===== config.mk =====
export PLATFORM = sky130hd
export DESIGN_NAME = uart_irq_ident
export DESIGN_NICKNAME = d
export VERILOG_FILES = /design/src/rtl/uart_irq_pkg.sv /design/src/rtl/uart_irq_ctrl.sv /design/src/rtl/uart_irq_datapath.sv /design/src/rtl/uart_irq_ident.sv
export SDC_FILE = /design/constraint.sdc
export NUM_CORES = 1
export LEC_CHECK = 0
export BUFFER_PORTS_ARGS = -buffer_cell sky130_fd_sc_hd__buf_2
export CORE_MARGIN = 4
export CORE_UTILIZATION = 23
export CTS_CLUSTER_SIZE = 14
export DETAILED_ROUTE_END_ITERATION = 10
export PLACE_DENSITY_LB_ADDON = 0.15
export SLEW_MARGIN = 10
export SYNTH_ARGS = -nofsm -noshare
export SYNTH_HDL_FRONTEND = slang
export SYNTH_SLANG_ARGS = --single-unit
export TNS_END_PERCENT = 100

===== constraint.sdc =====
create_clock -name clk -period 1 [get_ports clk]
set_input_delay 0.2 -clock clk [delete_from_list [all_inputs] [get_ports clk]]
set_output_delay 0.2 -clock clk [all_outputs]
set_load 0.02 [all_outputs]

===== src/rtl/uart_irq_pkg.sv =====
package uart_irq_pkg;
  localparam int ENABLE_W = 4;
  localparam int CODE_W   = 4;
  localparam int NUM_SRC  = 5;
  localparam int ERR_W    = 4;
  localparam int DELTA_W  = 4;

  localparam logic [CODE_W-1:0] CODE_NONE    = 4'h1;
  localparam logic [CODE_W-1:0] CODE_LINE    = 4'h6;
  localparam logic [CODE_W-1:0] CODE_TIMEOUT = 4'hC;
  localparam logic [CODE_W-1:0] CODE_RXDATA  = 4'h4;
  localparam logic [CODE_W-1:0] CODE_TXEMPTY = 4'h2;
  localparam logic [CODE_W-1:0] CODE_MODEM   = 4'h0;

  // enable bit positions
  localparam int EN_RX    = 0;
  localparam int EN_TX    = 1;
  localparam int EN_LINE  = 2;
  localparam int EN_MODEM = 3;

  // control-to-datapath bus
  typedef struct packed {
    logic [ENABLE_W-1:0] ierBits;
    logic                thrPend;
  } ctlBus_t;

  // code for source index, 0 = highest priority
  function automatic logic [CODE_W-1:0] srcCode(input int idx);
    case (idx)
      0:       return CODE_LINE;
      1:       return CODE_TIMEOUT;
      2:       return CODE_RXDATA;
      3:       return CODE_TXEMPTY;
      default: return CODE_MODEM;
    endcase
  endfunction
endpackage


===== src/rtl/uart_irq_ctrl.sv =====
module uart_irq_ctrl
  import uart_irq_pkg::*;
(
  input  logic              clk,
  input  logic              rstN,
  input  logic              ierWrEn,
  input  logic [7:0]        ierWrData,
  input  logic              dataWrStb,
  input  logic              iirRdStb,
  input  logic              thrEmptyEvt,
  input  logic              txFifoRst,
  input  logic              threStat,
  input  logic [CODE_W-1:0] curCode,
  output ctlBus_t           ctl
);
  logic [ENABLE_W-1:0] ierQ;
  logic                thrPendQ;
  logic                thrPendD;
  logic                txEnChange;
  logic                readClr;

  assign txEnChange = ierWrEn && (ierWrData[EN_TX] != ierQ[EN_TX]);
  assign readClr    = iirRdStb && (curCode == CODE_TXEMPTY);

  always_comb begin
    thrPendD = thrPendQ;
    if (txEnChange)
      thrPendD = ierWrData[EN_TX] && threStat;
    else if (dataWrStb)
      thrPendD = 1'b0;
    else if (thrEmptyEvt || txFifoRst)
      thrPendD = 1'b1;
    else if (readClr)
      thrPendD = 1'b0;
  end

  always_ff @(posedge clk) begin
    if (!rstN) begin
      ierQ     <= '0;
      thrPendQ <= 1'b0;
    end else begin
      if (ierWrEn) ierQ <= ierWrData[ENABLE_W-1:0];
      thrPendQ <= thrPendD;
    end
  end

  assign ctl.ierBits = ierQ;
  assign ctl.thrPend = thrPendQ;

  // only the low nibble lands in the enable register
  assert_ier_low_R11: assert property (@(posedge clk) disable iff (!rstN)
    ierWrEn |=> ierQ == $past(ierWrData[ENABLE_W-1:0]));

  // enable bit 1 change rearms from THRE
  assert_rearm_R9: assert property (@(posedge clk) disable iff (!rstN)
    (ierWrEn && (ierWrData[EN_TX] != ierQ[EN_TX]))
      |=> thrPendQ == ($past(ierWrData[EN_TX]) && $past(threStat)));

  // data write clears pending when no enable change
  assert_data_write_clear_R10: assert property (@(posedge clk) disable iff (!rstN)
    (dataWrStb && !ierWrEn) |=> !thrPendQ);

  // read of a transmitter-empty identification clears pending
  assert_read_clear_R8: assert property (@(posedge clk) disable iff (!rstN)
    (iirRdStb && curCode == CODE_TXEMPTY && !ierWrEn && !dataWrStb
     && !thrEmptyEvt && !txFifoRst) |=> !thrPendQ);
endmodule


===== src/rtl/uart_irq_datapath.sv =====
module uart_irq_datapath
  import uart_irq_pkg::*;
(
  input  logic               clk,
  input  logic               rstN,
  input  ctlBus_t            ctl,
  input  logic [ERR_W-1:0]   lsrErr,
  input  logic               dataReady,
  input  logic               fifoEn,
  input  logic               trigReached,
  input  logic               timeoutPend,
  input  logic [DELTA_W-1:0] modemDelta,
  output logic [7:0]         iirByte,
  output logic               irq
);
  logic [NUM_SRC-1:0] srcHit;
  logic [CODE_W-1:0]  codeD;
  logic [7:0]         iirQ;
  logic               irqQ;
  logic               validQ;

  always_comb begin
    srcHit[0] = ctl.ierBits[EN_LINE]  && (|lsrErr);
    srcHit[1] = ctl.ierBits[EN_RX]    && timeoutPend;
    srcHit[2] = ctl.ierBits[EN_RX]    && dataReady && (!fifoEn || trigReached);
    srcHit[3] = ctl.ierBits[EN_TX]    && ctl.thrPend;
    srcHit[4] = ctl.ierBits[EN_MODEM] && (|modemDelta);
  end

  // lowest-priority first so higher ones overwrite
  always_comb begin
    codeD = CODE_NONE;
    for (int i = NUM_SRC - 1; i >= 0; i--) begin
      if (srcHit[i]) codeD = srcCode(i);
    end
  end

  always_ff @(posedge clk) begin
    if (!rstN) begin
      iirQ   <= {4'b0000, CODE_NONE};
      irqQ   <= 1'b0;
      validQ <= 1'b0;
    end else begin
      iirQ   <= {{2{fifoEn}}, 2'b00, codeD};
      irqQ   <= (codeD != CODE_NONE);
      validQ <= 1'b1;
    end
  end

  assign iirByte = iirQ;
  assign irq     = irqQ;

  // enabled line error always wins
  assert_line_status_R3: assert property (@(posedge clk) disable iff (!rstN)
    (validQ && $past(ctl.ierBits[EN_LINE] && (|lsrErr))) |-> iirByte[3:0] == CODE_LINE);

  // receive enable gates timeout and receive data
  assert_timeout_gate_R4: assert property (@(posedge clk) disable iff (!rstN)
    (validQ && !$past(ctl.ierBits[EN_RX]))
      |-> (iirByte[3:0] != CODE_TIMEOUT) && (iirByte[3:0] != CODE_RXDATA));

  // FIFO indication bits follow FIFO mode
  assert_fifo_bits_R6: assert property (@(posedge clk) disable iff (!rstN)
    validQ |-> (iirByte[7:6] == {2{$past(fifoEn)}}) && (iirByte[5:4] == 2'b00));

  // interrupt line high only with a real code
  assert_irq_code_R7: assert property (@(posedge clk) disable iff (!rstN)
    irq |-> !iirByte[0]);

  // modem code needs modem enable
  assert_modem_gate_R12: assert property (@(posedge clk) disable iff (!rstN)
    (validQ && !$past(ctl.ierBits[EN_MODEM])) |-> iirByte[3:0] != CODE_MODEM);
endmodule


===== src/rtl/uart_irq_ident.sv =====
module uart_irq_ident
  import uart_irq_pkg::*;
(
  input  logic       clk,
  input  logic       rstN,
  input  logic       ierWrEn,
  input  logic [7:0] ierWrData,
  input  logic       dataWrStb,
  input  logic       iirRdStb,
  input  logic       thrEmptyEvt,
  input  logic       txFifoRst,
  input  logic       threStat,
  input  logic [3:0] lsrErr,
  input  logic       dataReady,
  input  logic       fifoEn,
  input  logic       trigReached,
  input  logic       timeoutPend,
  input  logic [3:0] modemDelta,
  output logic [7:0] iirByte,
  output logic       irq
);
  ctlBus_t ctlBus;

  uart_irq_ctrl u_ctrl (
    .clk         (clk),
    .rstN        (rstN),
    .ierWrEn     (ierWrEn),
    .ierWrData   (ierWrData),
    .dataWrStb   (dataWrStb),
    .iirRdStb    (iirRdStb),
    .thrEmptyEvt (thrEmptyEvt),
    .txFifoRst   (txFifoRst),
    .threStat    (threStat),
    .curCode     (iirByte[CODE_W-1:0]),
    .ctl         (ctlBus)
  );

  uart_irq_datapath u_dp (
    .clk         (clk),
    .rstN        (rstN),
    .ctl         (ctlBus),
    .lsrErr      (lsrErr),
    .dataReady   (dataReady),
    .fifoEn      (fifoEn),
    .trigReached (trigReached),
    .timeoutPend (timeoutPend),
    .modemDelta  (modemDelta),
    .iirByte     (iirByte),
    .irq         (irq)
  );
endmodule


Yosys cells after proc, flatten, opt, wreduce, memory -nomap -nowiden
Index checks and enable logic that the tools add are counted.
Widths: inputs -> output; s select.
- flip-flop bits (word level): 13
- word-level logic and storage cells: 32
- output and inout bits: 9
- input port bits: 28
- mux-type cells: 9
- reductions and logical operators: 15
- equality and inequality tests: 3
- operators with widths (kind ; number):
    $logic_and 1x1->1 ; 9
    $mux 4 ; 2
    $reduce_or 4->1 ; 2
    $mux 1 ; 5
    $eq 4x2->1 const B ; 1
    $ne 4x1->1 const B ; 1
    $reduce_bool 4->1 ; 1
    $mux 3 ; 1
    $logic_or 1x1->1 ; 2
    $mux 2 ; 1
    $logic_not 1->1 ; 1
    $ne 1x1->1 ; 1

Logic depth before layout (Yosys ltp)
- depth in word-level cells: 8
- gate-level depth with buffers: 4
- gate-level depth less buffers: 4

By module
Synthesis repeated with hierarchy kept, for this count alone.
- cell total of the unflattened synthesis: 49
- area total of the unflattened synthesis: 499.2 µm²
- modules (own cells, without submodules) (module ; sequential area each (µm²) ; cells an instance ; area each (µm²) ; instances):
    uart_irq_datapath ; 120.1 ; 24 ; 260.2 ; 1
    uart_irq_ctrl ; 100.1 ; 25 ; 239.0 ; 1

Least setup slack after synthesis
Ideal clock, no wire load.
- path kind: flip-flop to flip-flop
- start point: reg u_dp.iirQ[0], in the netlist u_dp.iirByte[0]
- end point: reg u_ctrl.thrPendQ
- library setup time: 123 ps
- data arrival time: 978 ps
- buffers on the path: 0
- period minus slack after synthesis: 1101 ps
- setup slack: -101 ps
- stages on the path, launching flop included: 5
- required time: 877 ps
- path through: dfxtp_1 > nor4b_2 > nand2_1 > o31ai_1 > a21boi_1
- word-level cells in the longest chain between the ends: 3
- ends and longest elaborated chain (element ; RTL line ; text):
    start, declared ; uart_irq_datapath.sv:18 ; logic [7:0] iirQ;
    start signal, assigned ; uart_irq_datapath.sv:40 ; iirQ <= {4'b0000, CODE_NONE};
    start signal, assigned ; uart_irq_datapath.sv:44 ; iirQ <= {{2{fifoEn}}, 2'b00, codeD};
    $eq 4x2->1 ; uart_irq_ctrl.sv:23 ; assign readClr = iirRdStb && (curCode == CODE_TXEMPTY);
    $logic_and 1x1->1 ; uart_irq_ctrl.sv:23 ;
    $reduce_bool 4->1 (no line) ; - ;
    end signal, assigned ; uart_irq_ctrl.sv:43 ; thrPendQ <= thrPendD;
    end, declared ; uart_irq_ctrl.sv:17 ; logic thrPendQ;
Every way passes these cells.
A chain may end at the register's enable or synchronous reset.

Final worst setup path
Same ends and word-level chain as after synthesis.

==> summary.txt <==
Run status
  • Status: finished, violations left
  • Violations in the final reports: setup timing

Floorplanning
  • I/O Pins: 37
  • Die area: 0.00295 sq mm
  • Die Height: 54.3 um
  • Initial Utilization: 24.6%
  • Die Wd: 54.3 um
  • Total core area: 0.00200 sq mm
  • Site row count: 16

Setup path
  • Slowest stage delay, CP: 0.32 ns
  • CP Launch Type: flop
  • WS Path Type: reg -> reg
  • Crit-path max FO: 2
  • Worst setup EP type: flop
  • Path depth of the worst reg2reg path: 4
  • Worst R2R Start: u_dp.iirByte[0]
  • CP top delay family: simple AND/OR/NAND/NOR gates
  • Worst endpoint required time: 1.15 ns
  • Endpoint of the worst-slack reg-to-reg timing path: u_ctrl.thrPendQ
  • Buffers & Inverters on Critical Path: 0
  • Cell chain of the critical path: nor4b_2, nand2_1, o31ai_1, a21boi_1
  • Critical path depth: 4
  • Worst path arrival time: 1.22 ns
  • Slowest cell on crit path: dfxtp_2
  • R2R setup slack: -0.06 ns

Power
  • P_sw: 0.000244 W
  • Leakage Power: 0.333 nW
  • Flop pwr share: 50.9%
  • Switching Share: 25.7%
  • Internal: 0.000704 W
  • Comb power frac: 18.3%
  • Peak VDD IR: 0.00105 V
  • Cell Pwr Density: 1360 mW/mm^2
  • Clock power share: 30.8%

Global route
  • Initial antenna violation count: 0
  • Largest net degree at the start of global routing: 7
  • Vias in the first global route: 409
  • Global-route wire length before repair: 1680 um
  • GRT Util Overall: 8.29%
  • GRT overflow: 0

Detailed routing
  • Vias per cell: 4.22
  • Routed Antenna Nets: 0
  • Remaining DRCs: 0
  • Total routed wirelength: 1150 um
  • Vias: 456
  • Starting DRT DRC Count: 2
  • WL/cell: 10.6 um
  • 1st-pass router iterations: 2

Synth
  • Syn Area/Cell: 10.1 sq um
  • Library cells used by synthesis: 25
  • Number of enable flip-flop cells after synthesis: 0
  • Register area share after synthesis: 44.7%
  • Synth Flop Type: dfxtp_1
  • Ys async rst share: 0%
  • Synthesized area: 493 sq um
  • Post-Synthesis Cells: 49
  • Yosys warning count: 0
  • Synth Register Bits: 11

Place
  • DP HPWL: 952 um
  • Port bufs: 30
  • DP Area: 664 sq um
  • Post-place setup slack: -0.158 ns
  • Gpl congestion: 0.657

Run
  • Max cap viols: 0

Clocking
  • H-tree depth: 1
  • Setup Fix Bufs, Post-CTS: 0
  • Num Clock Sinks: 11
  • Clock root buffer master: clkbuf_4
  • Clock Path Buffers: 2
  • CTS tree: built
  • Worst-Skew Late Latency: 0.26 ns
  • TritonCTS buffer count: 3
  • Clk slew on worst S/H paths: 0.07 ns

Worst hold path
  • Hold wc startpoint: fifoEn
  • Worst hold stages: 2
  • Hold Path Class: in -> reg
  • Hold Path End: u_dp.iirByte[6]

Timing
  • Max Slew Vio Count: 0
  • Fin crit period: 1.06 ns
  • Final Hold Vio Count: 0
  • Max Clock Freq: 0.940 GHz
  • RSZ-0062 raised after global routing: yes
  • Setup-failing EPs final: 1
  • Fin crit share: 106%
  • Final Worst Setup Slack: -0.0635 ns
  • Clk_skew: 0.00870 ns

Finish
  • Nets@finish: 110
  • Area grow syn2layout: 41.1%
  • Post-route cell area: 696 sq um
  • N_diodes: 0
  • Layout cell share with drive strength beyond 1: 50.6%
  • Filler cells: 229
## synth_stat cells (2+ instances only)
cell type	count	area (sq um)
dfxtp_1	11	220
mux2i_1	4	40.0
nor2_1	4	15.0
a21oi_1	3	15.0
buf_4	3	22.5
nand2_1	3	11.3
and2_1	2	12.5
inv_1	2	7.51
## cell type report
class,instances,area (sq um),area share [%]
multi-input combinational,33,241,34.7
tap,27,33.8,4.86
inverter,2,7.51,1.08
clock buffer,4,26.3,3.78
sequential,11,224,32.2
timing repair buffer,31,163,23.4
## logic make-up after synthesis
| logic type | Yosys count | share of synthesized area [%] |
|---|---|---|
| AND/OR/NAND/NOR | 14 | 17.0 |
| flip-flops | 11 | 44.7 |
| AO/OA/AOI/OAI | 12 | 20.6 |
| buffers and inverters | 6 | 7.11 |
| multiplexers | 4 | 8.12 |
| other | 1 | 0.761 |
| XOR/XNOR | 1 | 1.78 |
## state kept, by name, summed over array words and instances (netlist names)
name / flops
u_ctrl.ierQ: 4
u_dp.iirByte: 5
u_ctrl.thrPendQ: 1
u_dp.irq: 1
## layout by cell type (no fill, tap or decap)
cell | Yosys | final
a21oi_1 | 3 | 3
conb_1 | 1 | 2
buf_4 | 3 | 3
xor2_1 | 1 | 1
nand2_1 | 3 | 3
nand4b_1 | 1 | 1
a21boi_1 | 1 | 1
and2_1 | 2 | 2
nor3_1 | 1 | 1
inv_1 | 2 | 2
o21a_1 | 1 | 1
dfxtp_2 | 0 | 3
o21ai_2 | 1 | 1
o31ai_1 | 1 | 1
mux2i_1 | 4 | 4
clkbuf_4 | 0 | 3
o21ai_1 | 1 | 1
dfxtp_1 | 11 | 8
nand2b_1 | 1 | 1
o21bai_1 | 1 | 1
buf_2 | 1 | 28
and4_2 | 1 | 1
clkbuf_1 | 0 | 1
o41ai_1 | 1 | 1
o41ai_4 | 1 | 1
nor2_1 | 4 | 4
nor4b_2 | 1 | 1
a31oi_1 | 1 | 1
## worst reg2reg max path: stages (launching register included)
cell and delay, ns:
dfxtp_2 0.32, nor4b_2 0.25, nand2_1 0.11, o31ai_1 0.20, a21boi_1 0.09
## routing by layer
layer  vias to the layer above  GRT usage, %  routed length, um
li1                        232             -                  -
met1                       202          9.62                493
met2                        20          12.5                527
met3                         2          5.18                116
met4                         0          2.49                 10
met5                         -             0                  0
## power by group through the flow
stage                     Combinational [W]  Sequential [W]  Clock [W]
after floorplan                   0.0000812        0.000509          0
after global placement             0.000172        0.000492          0
after detailed placement           0.000173        0.000493          0
after CTS                          0.000174        0.000483   0.000309
after global routing               0.000191        0.000486   0.000337
final                              0.000174        0.000483   0.000292
## stage by stage
step           power, W  std cells  TNS (ns)  util (%)  hold slack [ns]
4_1_cts        0.000966        108   -0.0879      34.5            0.147
6_report       0.000948        108   -0.0635      34.8            0.156
2_1_floorplan  0.000591         50   -0.0626         -            0.280
3_5_place_dp   0.000666        104    -0.499      33.2            0.423
3_3_place_gp   0.000664        104    -0.486      33.2            0.423
5_1_grt         0.00101        108    -0.139      34.8            0.164
## worst max-delay path by stage
stage	endpoint	slack, ns	from
2_1_floorplan	u_ctrl.thrPendQ	-0.06	u_dp.iirByte[0]
3_3_place_gp	u_dp.irq	-0.14	lsrErr[3]
3_5_place_dp	u_dp.irq	-0.16	lsrErr[3]
4_1_cts	u_ctrl.thrPendQ	-0.09	u_dp.iirByte[0]
5_1_grt	u_ctrl.thrPendQ	-0.14	u_dp.iirByte[0]
6_report	u_ctrl.thrPendQ	-0.06	u_dp.iirByte[0]
## what timing repair did
item                                    4_1_cts  5_1_grt
hold buffers                                  0        0
endpoints found under the hold margin         0        0
endpoints found under the setup margin        1        3
gates resized for setup                       0        2
pin swaps                                     0        1
No activity file was read; power rests on OpenSTA's default activity.
